--- src/rtl/svf_pkg.sv ---
package svf_pkg;
  typedef enum logic [1:0] {
    V_WAIT   = 2'd0,
    V_SAFE   = 2'd1,
    V_REPLAY = 2'd2
  } verdict_e;
endpackage

--- src/rtl/svf_table.sv ---
module svf_table #(
  parameter int IDX_W = 6,
  parameter int TAG_W = 23,
  parameter int SSN_W = 16
) (
  input  logic             clk,
  input  logic             wr_en,
  input  logic [IDX_W-1:0] wr_idx,
  input  logic [TAG_W-1:0] wr_tag,
  input  logic [SSN_W-1:0] wr_ssn,
  input  logic             rd_en,
  input  logic [IDX_W-1:0] rd_idx,
  output logic [TAG_W-1:0] rd_tag,
  output logic [SSN_W-1:0] rd_ssn
);
  localparam int DEPTH = 1 << IDX_W;
  localparam int ENT_W = TAG_W + SSN_W;

  logic [ENT_W-1:0] mem [DEPTH];
  logic [ENT_W-1:0] rd_q;

  // plain read-first array so it maps onto block RAM
  always_ff @(posedge clk) begin
    if (wr_en) mem[wr_idx] <= {wr_tag, wr_ssn};
    if (rd_en) rd_q <= mem[rd_idx];
  end

  assign rd_tag = rd_q[ENT_W-1 -: TAG_W];
  assign rd_ssn = rd_q[SSN_W-1:0];
endmodule

--- src/rtl/svf_valid_bits.sv ---
module svf_valid_bits #(
  parameter int IDX_W = 6
) (
  input  logic             clk,
  input  logic             rst,
  input  logic             set_en,
  input  logic [IDX_W-1:0] set_idx,
  input  logic             rd_en,
  input  logic [IDX_W-1:0] rd_idx,
  output logic             rd_bit
);
  localparam int DEPTH = 1 << IDX_W;

  logic [DEPTH-1:0] bits_q;

  always_ff @(posedge clk) begin
    if (rst) begin
      bits_q <= '0;
      rd_bit <= 1'b0;
    end else begin
      if (set_en) bits_q[set_idx] <= 1'b1;
      if (rd_en)  rd_bit <= bits_q[rd_idx] | (set_en && set_idx == rd_idx);
    end
  end
endmodule

--- src/rtl/svf_judge.sv ---
module svf_judge
  import svf_pkg::*;
#(
  parameter int TAG_W = 23,
  parameter int SSN_W = 16
) (
  input  logic             clk,
  input  logic             rst,
  input  logic             in_vld,
  input  logic             in_wait,
  input  logic             ent_valid,
  input  logic [TAG_W-1:0] ent_tag,
  input  logic [SSN_W-1:0] ent_ssn,
  input  logic [TAG_W-1:0] want_tag,
  input  logic [SSN_W-1:0] start_ssn,
  input  logic             wait_ready,
  input  logic             safe_ready,
  input  logic             replay_ready,
  output logic             wait_valid,
  output logic             safe_valid,
  output logic             replay_valid
);
  verdict_e verdict;

  always_comb begin
    if (in_wait)
      verdict = V_WAIT;
    else if (ent_valid && ent_tag == want_tag && ent_ssn <= start_ssn)
      verdict = V_SAFE;
    else
      verdict = V_REPLAY;
  end

  always_ff @(posedge clk) begin
    if (rst) begin
      wait_valid   <= 1'b0;
      safe_valid   <= 1'b0;
      replay_valid <= 1'b0;
    end else if (in_vld) begin
      wait_valid   <= (verdict == V_WAIT);
      safe_valid   <= (verdict == V_SAFE);
      replay_valid <= (verdict == V_REPLAY);
    end else begin
      if (wait_ready)   wait_valid   <= 1'b0;
      if (safe_ready)   safe_valid   <= 1'b0;
      if (replay_ready) replay_valid <= 1'b0;
    end
  end
endmodule

--- src/rtl/svf_filter.sv ---
module svf_filter #(
  parameter int ADDR_W = 32,
  parameter int SSN_W  = 16,
  parameter int IDX_LO = 3,
  parameter int IDX_W  = 6
) (
  input  logic              clk,
  input  logic              rst,
  input  logic              st_valid,
  input  logic [ADDR_W-1:0] st_addr,
  input  logic [SSN_W-1:0]  st_ssn,
  input  logic              ld_valid,
  output logic              ld_ready,
  input  logic [ADDR_W-1:0] ld_addr,
  input  logic [SSN_W-1:0]  ld_start_ssn,
  input  logic [SSN_W-1:0]  ld_end_ssn,
  output logic              wait_valid,
  input  logic              wait_ready,
  output logic              safe_valid,
  input  logic              safe_ready,
  output logic              replay_valid,
  input  logic              replay_ready
);
  localparam int TAG_W = ADDR_W - IDX_LO - IDX_W;

  logic [IDX_W-1:0] st_idx, ld_idx;
  logic [TAG_W-1:0] st_tag, ld_tag;
  logic             ld_fire;
  logic [SSN_W-1:0] done_q, done_now;

  assign st_idx  = st_addr[IDX_LO +: IDX_W];
  assign ld_idx  = ld_addr[IDX_LO +: IDX_W];
  assign st_tag  = st_addr[ADDR_W-1 -: TAG_W];
  assign ld_tag  = ld_addr[ADDR_W-1 -: TAG_W];
  assign ld_fire = ld_valid && ld_ready;

  // stores complete in order: the last completed number bounds all windows
  always_ff @(posedge clk) begin
    if (rst)           done_q <= '0;
    else if (st_valid) done_q <= st_ssn;
  end
  assign done_now = st_valid ? st_ssn : done_q;

  // lookup stage registers
  logic             a_vld, a_wait, a_byp, a_ent_vld;
  logic [TAG_W-1:0] a_tag, a_byp_tag, rd_tag;
  logic [SSN_W-1:0] a_start, a_byp_ssn, rd_ssn;

  always_ff @(posedge clk) begin
    if (rst) a_vld <= 1'b0;
    else     a_vld <= ld_fire;
  end

  always_ff @(posedge clk) begin
    if (ld_fire) begin
      a_wait    <= ld_end_ssn > done_now;
      a_tag     <= ld_tag;
      a_start   <= ld_start_ssn;
      a_byp     <= st_valid && st_idx == ld_idx;
      a_byp_tag <= st_tag;
      a_byp_ssn <= st_ssn;
    end
  end

  svf_table #(.IDX_W(IDX_W), .TAG_W(TAG_W), .SSN_W(SSN_W)) u_table (
    .clk    (clk),
    .wr_en  (st_valid),
    .wr_idx (st_idx),
    .wr_tag (st_tag),
    .wr_ssn (st_ssn),
    .rd_en  (ld_fire),
    .rd_idx (ld_idx),
    .rd_tag (rd_tag),
    .rd_ssn (rd_ssn)
  );

  svf_valid_bits #(.IDX_W(IDX_W)) u_vbits (
    .clk     (clk),
    .rst     (rst),
    .set_en  (st_valid),
    .set_idx (st_idx),
    .rd_en   (ld_fire),
    .rd_idx  (ld_idx),
    .rd_bit  (a_ent_vld)
  );

  svf_judge #(.TAG_W(TAG_W), .SSN_W(SSN_W)) u_judge (
    .clk          (clk),
    .rst          (rst),
    .in_vld       (a_vld),
    .in_wait      (a_wait),
    .ent_valid    (a_ent_vld),
    .ent_tag      (a_byp ? a_byp_tag : rd_tag),
    .ent_ssn      (a_byp ? a_byp_ssn : rd_ssn),
    .want_tag     (a_tag),
    .start_ssn    (a_start),
    .wait_ready   (wait_ready),
    .safe_ready   (safe_ready),
    .replay_ready (replay_ready),
    .wait_valid   (wait_valid),
    .safe_valid   (safe_valid),
    .replay_valid (replay_valid)
  );

  assign ld_ready = !a_vld && !wait_valid && !safe_valid && !replay_valid;
endmodule

--- config.mk ---
export PLATFORM = sky130hd
export DESIGN_NAME = svf_filter
export DESIGN_NICKNAME = d
export VERILOG_FILES = /design/src/rtl/svf_pkg.sv /design/src/rtl/svf_table.sv /design/src/rtl/svf_valid_bits.sv /design/src/rtl/svf_judge.sv /design/src/rtl/svf_filter.sv
export SDC_FILE = /design/constraint.sdc
export NUM_CORES = 2
export LEC_CHECK = 0
export BUFFER_PORTS_ARGS = -buffer_cell sky130_fd_sc_hd__buf_2
export CAP_MARGIN = 10
export CORE_MARGIN = 2
export CORE_UTILIZATION = 50
export DETAILED_ROUTE_END_ITERATION = 16
export PLACE_DENSITY = 0.79
export SLEW_MARGIN = 5
export SYNTH_ARGS = -nofsm -noshare
export SYNTH_HDL_FRONTEND = slang
export SYNTH_SLANG_ARGS = --single-unit
--- constraint.sdc ---
create_clock -name clk -period 4.8 [get_ports clk]
set_input_delay 0.96 -clock clk [delete_from_list [all_inputs] [get_ports clk]]
set_output_delay 0.96 -clock clk [all_outputs]
set_load 0.05 [all_outputs]
# ---- Yosys cells after proc, flatten, opt, wreduce, memory -nomap -nowiden
# Memories as Yosys holds them, arrays and structs flattened. A register that Yosys moved wholly into a read port is not among the register bits.
# Index checks and enable logic that the tools add are counted.
dict set report classes {
  n_lt_le_gt_ge 5
  reduce_logical 16
  n_eq_ne 4
  bitwise_logic 2
  n_mux 17
}
# operator n
set ops {}
lappend ops {{bitwise OR 64 bit} 1}
lappend ops {{2-to-1 mux 16 bit} 2}
lappend ops {{== test 23 bit} 1}
lappend ops {{2-to-1 mux 23 bit} 1}
lappend ops {{greater-than comparator 16 bit} 1}
lappend ops {{less-or-equal comparator 16 bit} 1}
lappend ops {{less-than comparator 6 x 7 -> 1 bit (second input constant)} 2}
lappend ops {{2-to-1 mux 1 bit} 10}
lappend ops {{logical AND 1 bit} 8}
lappend ops {{binary-select mux 1 bit (select 6 bit)} 1}
lappend ops {{demux 1 bit (select 6 bit)} 1}
lappend ops {{== test 6 bit} 1}
lappend ops {{>= comparator 6 x 1 -> 1 bit (second input constant)} 1}
lappend ops {{nonzero test 2 bit} 3}
lappend ops {{logical NOT 1 bit} 4}
lappend ops {{2-to-1 mux 2 bit} 2}
lappend ops {{== test 2 x 1 -> 1 bit (second input constant)} 1}
lappend ops {{== test 2 bit (second input constant)} 1}
lappend ops {{logical NOT 2 bit} 1}
lappend ops {{bitwise OR 1 bit} 1}
dict set report word_totals {
  reg_bits 165
  inputBits 119
  ram_bits 2496
  n_memories 1
  wordCells 58
  out_inout_bits 4
}
# memory depth width rd rd_ports_with_merged_regs wr line
set mem_list {}
lappend mem_list {u_table.mem 64 39 1 1 1 svf_table.sv:19} ;# logic [ENT_W-1:0] mem [DEPTH];

# ---- Depth between registers and ports, before layout
dict set report logic_depth {
  ltp_word 8
  depth_mapped 11
  ltp_nobuf 8
}

# ---- By module
# A second synthesis with hierarchy kept.
dict set report unflattened {
  cells_unflattened 4700
  hier_area_um2 103200.2
}
# module area_per_inst_um2 seq_area_each_um2 cells_each n_inst
set modules_own_cells {}
lappend modules_own_cells {svf_table 95743.1 76123.0 4059 1}
lappend modules_own_cells {svf_filter 3886.2 2742.6 228 1}
lappend modules_own_cells {svf_valid_bits 2791.4 1301.2 312 1}
lappend modules_own_cells {svf_judge 779.5 60.1 101 1}

# ---- Least setup slack after synthesis
# Ideal clock, no wire load.
dict set report synth_timing {
  path_kind {register to register}
  startpoint {reg u_judge.wait_valid}
  endpoint {reg u_vbits.rd_bit}
  setup_ns 0.133
  n_path_buf 0
  required_ns 4.667
  synth_period_minus_slack_ns 6.286
  setup_slack_ns -1.486
  arrival_ns 6.154
  stages_incl_launch_ff 7
  path_cell_list {dfxtp_1 > nor4_1 > and2_1 > o31ai_1 > a311o_1 > a311oi_1 > nor4_1}
}
dict set report synth_between {
  elab_chain_cells 5
}
# item line
set synth_lines {}
lappend synth_lines {{start: declaration} svf_judge.sv:19} ;# output logic wait_valid,
lappend synth_lines {{start signal: assignment} svf_judge.sv:40} ;# wait_valid <= (verdict == V_WAIT);
lappend synth_lines {{logical NOT 1 bit} svf_filter.sv:105} ;# assign ld_ready = !a_vld && !wait_valid && !safe_valid && !replay_valid;
lappend synth_lines {{logical AND 1 bit (3 in a row)} svf_filter.sv:105}
lappend synth_lines {{via ld_ready} svf_filter.sv:13} ;# output logic ld_ready,
lappend synth_lines {{logical AND 1 bit} svf_filter.sv:35} ;# assign ld_fire = ld_valid && ld_ready;
lappend synth_lines {{via ld_fire} svf_filter.sv:28} ;# logic ld_fire;
lappend synth_lines {{end signal: assignment} svf_valid_bits.sv:22} ;# if (rd_en) rd_bit <= bits_q[rd_idx] | (set_en && set_idx == rd_idx);
lappend synth_lines {{end: declaration} svf_valid_bits.sv:10} ;# output logic rd_bit
# The timed path passes the listed nets, and every way through them passes these cells.
# A chain may end at the register's enable or synchronous reset.

# ---- Final worst setup path
dict set report layout_timing {
  startpoint {reg a_byp}
  endpoint {reg u_judge.replay_valid}
}
dict set report layout_between {
  elab_chain_cells 8
  word_cells_on_any_way 10
  cone_classes {1 x order compare; 2 x eq/ne; 5 x mux; 2 x reduce/logical}
}
# item line
set layout_lines {}
lappend layout_lines {{start: declaration} svf_filter.sv:45} ;# logic a_vld, a_wait, a_byp, a_ent_vld;
lappend layout_lines {{start signal: assignment} svf_filter.sv:59} ;# a_byp <= st_valid && st_idx == ld_idx;
lappend layout_lines {{branches (longest 3 deep; another with less-or-equal comparator 16 bit)} --}
lappend layout_lines {{logical AND 1 bit (*)} svf_judge.sv:28} ;# else if (ent_valid && ent_tag == want_tag && ent_ssn <= start_ssn)
lappend layout_lines {{2-to-1 mux 2 bit (*)} svf_judge.sv:28}
lappend layout_lines {{2-to-1 mux 2 bit (*)} svf_judge.sv:26} ;# if (in_wait)
lappend layout_lines {{== test 2 bit (*)} svf_judge.sv:42} ;# replay_valid <= (verdict == V_REPLAY);
lappend layout_lines {{2-to-1 mux 1 bit (*)} svf_judge.sv:39} ;# end else if (in_vld) begin
lappend layout_lines {{end signal: assignment} svf_judge.sv:42}
lappend layout_lines {{end: declaration} svf_judge.sv:21} ;# output logic replay_valid
# Mark *: on every way between the ends.

==> run summary <==
H-tree depth -> 4
Total wire length -> 292000 um
Number of synthesized flops with an enable pin -> 2615
Final min period -> 4.01 ns
Setup-failing EPs final -> 0
Initial Util -> 50.3%
Wire per inst -> 38.2 um
Final WS setup -> 0.792 ns
Congestion Overflow GR -> 0
Reg-to-reg startpoint -> a_byp
Iter 0 DRT Violations -> 9539
Worst slack at placement -> 0.940 ns
Initial antenna violation count -> 26
Pwr Density -> 412 nW/um^2
Endpoints failing hold -> 0
Rel. slew slack -> 18.3%
Synth unique cells -> 48
CP endpoint kind -> flop
I/O Pins -> 123
Pre-antenna DRT Iters -> 8
Top-area cell type share of the netlist area -> 76.4%
CTS root buf -> clkbuf_16
Number of fill cells -> 13700
Max-cap violations -> 0
First-pass GRT wire length -> 404000 um
WS Path Type -> flop to flop
DRC viols -> 0
Die area -> 209000 um^2
Hold/Removal Path Class -> input port to flop
Fin crit share -> 83.5%
Area Growth Syn to Fin -> 13.9%
Worst setup path endpoint -> u_judge.replay_valid
R2r endpoint -> u_judge.replay_valid
IR drop worst, VDD -> 0.416 mV
Final nets -> 4884
Worst setup path start -> a_byp
Unrepaired setup endpoints after global routing -> false
Largest net degree at the start of global routing -> 98
Ys flop type -> edfxtp_1
Syn Area/Cell -> 23.6 um^2
CTS Sinks -> 2700
GR Util All Layers -> 27.8%
Setup Skew -> 0.0800 ns
Overall power -> 48.3 mW
FF-to-FF setup slack -> 0.79 ns
Post-DR vias/cell -> 6.81
Synthesized flop and latch total -> 2700
Reg clk slew, reported paths -> 0.07 ns
Die Span Y -> 457 um
Core Area -> 205000 um^2
Number of global-route vias before repair -> 52200
Synth area leader -> edfxtp_1
Gp weighted congestion -> 0.825
Yosys warning count -> 0
Critical path required time -> 5.52 ns
IO Port Bufs -> 116
Synth Net Count -> 4501
Max Fclk -> 0.250 GHz
Worst setup SP type -> flop
CTS max path bufs -> 3
Inserted Clock Buffers -> 239
R2R depth -> 10
Final core utilization -> 57.3%
Post-synthesis sequential area ratio -> 78.0%
Critical path peak fanout -> 17
Synthesized instance count -> 4350
Detailed Place HPWL -> 152000 um
Post-CTS resize count -> 0
Share of layout cells above drive strength 1 -> 32.2%
Post-synth ARST share -> 0%
Outcome -> finished clean
CTS tree -> built
Via Count -> 52000
Setup repair bufs after CTS -> 0
Static Leakage -> 36.8 nW
Fin. max-slew vios -> 0
Chip width -> 457 um
Post-Syn Area -> 103000 um^2
Worst skew pair latency -> 0.91 ns
Routed Antenna Nets -> 0
Hold_buf cts -> 0
Core Rows -> 166
Tightest Pin Transition -> 1.23 ns
Synth area leaders -> edfxtp_1, mux4_2, dfxtp_1, nor2_1, mux2i_1
Crit path DAT -> 4.73 ns
-- power by group --
| part | switching, mW | total, mW | internal, mW |
|---|---|---|---|
| clock | 8.79 | 19.5 | 10.7 |
| sequential | 0.0977 | 26.2 | 26.1 |
| combinational | 1.52 | 2.54 | 1.02 |
| total | 10.4 | 48.3 | 37.9 |
-- worst min path at each step --
stage	cells after the start	start	endpoint	slack [ns]
2_1_floorplan	2	u_vbits.bits_q[12]	u_vbits.bits_q[12]	0.43
3_3_place_gp	2	u_vbits.bits_q[14]	u_vbits.bits_q[14]	0.44
3_5_place_dp	2	u_vbits.bits_q[27]	u_vbits.bits_q[27]	0.45
4_1_cts	1	ld_addr[12]	a_tag[3]	0.17
5_1_grt	1	ld_addr[19]	a_tag[10]	0.20
6_report	1	ld_addr[19]	a_tag[10]	0.22
-- layer usage --
layer / wire [um] / vias up / track usage, %
met3: 36800 / 800 / 6.29
met5: 169 / - / 0.299
li1: - / 19300 / -
met4: 16900 / 14 / 14.2
met2: 142000 / 4684 / 44.3
met1: 96000 / 27200 / 36.2
-- cells by family (layout without fill, tap and decap cells) --
logic type                 count (synthesis)  in the layout  synth area share, %
and+or+nand+nor                          350            350                 1.46
other                                      0              9                    0
AOI/OAI and AO/OA                        136            136                0.926
DFF                                     2700           2700                 78.0
muxes                                    859            859                 17.9
buffers and inverters                    244            832                 1.01
adders and majority gates                 32             32                0.389
xor gates and xnor gates                  29             29                0.247
-- cell usage in the layout (no fill, tap or decap), types with 60 or more instances in the layout --
cell | netlist | routed
nor2_4 | 0 | 61
clkbuf_16 | 0 | 242
buf_4 | 4 | 182
buf_12 | 0 | 70
mux4_2 | 785 | 785
buf_2 | 80 | 111
nor2_1 | 217 | 156
dfxtp_1 | 85 | 85
edfxtp_1 | 2615 | 2615
nand2_1 | 60 | 60
a22oi_1 | 66 | 66
-- critical path, stage by stage (launching register included) --
cell	delay [ns]
edfxtp_1	0.74
buf_12	0.33
buf_4	0.19
mux2i_1	0.66
ha_1	0.23
nand4_1	0.08
nor4_1	0.47
or3_1	0.19
a21oi_1	0.13
o41ai_1	0.65
a21oi_1	0.14
-- state kept, by name (all words and copies together) (netlist names), 16 cells and up --
register        count
u_vbits.bits_q     64
done_q             16
a_byp_tag          23
a_tag              23
a_start            16
u_table.mem      2496
a_byp_ssn          16
u_table.rd_q       39
-- layout make-up --
cell class	count	area, um^2	area share [%]
Inverter	19	71.3	0.0609
Clock buffer	292	6290	5.37
Sequential cell	2700	80200	68.5
Clock inverter	154	1710	1.46
Tap cell	2688	3360	2.87
Multi-Input combinational cell	1406	22100	18.8
Antenna cell	9	22.5	0.0192
Timing Repair Buffer	367	3380	2.89
-- cell usage after synthesis (3+ instances only) --
cell / number
edfxtp_1: 2615
mux4_2: 785
nor2_1: 217
clkbuf_1: 103
dfxtp_1: 85
buf_2: 80
a22oi_1: 66
nand2_1: 60
mux2i_1: 57
buf_1: 37
ha_1: 32
xnor2_1: 23
a21oi_1: 22
nor2b_1: 21
inv_1: 19
mux2_2: 17
nand4_1: 12
o22ai_1: 12
a211oi_1: 11
nor4_1: 8
nand2b_1: 7
o21ai_0: 7
xor2_1: 6
nor3_1: 5
a21o_1: 4
buf_4: 4
nand3_1: 4
and2_1: 3
o211ai_1: 3
-- stage by stage --
stage	TNS, ns	hold WS, ns	std cells	cell area, um^2
after CTS	0	0.171	7626	117000
after floorplan	-0.138	0.435	4350	103000
after global placement	0	0.444	7180	109000
after detailed placement	0	0.455	7180	109000
final	0	0.224	7635	117000
after global routing	0	0.197	7632	117000
No activity file was read; power rests on OpenSTA's default activity.
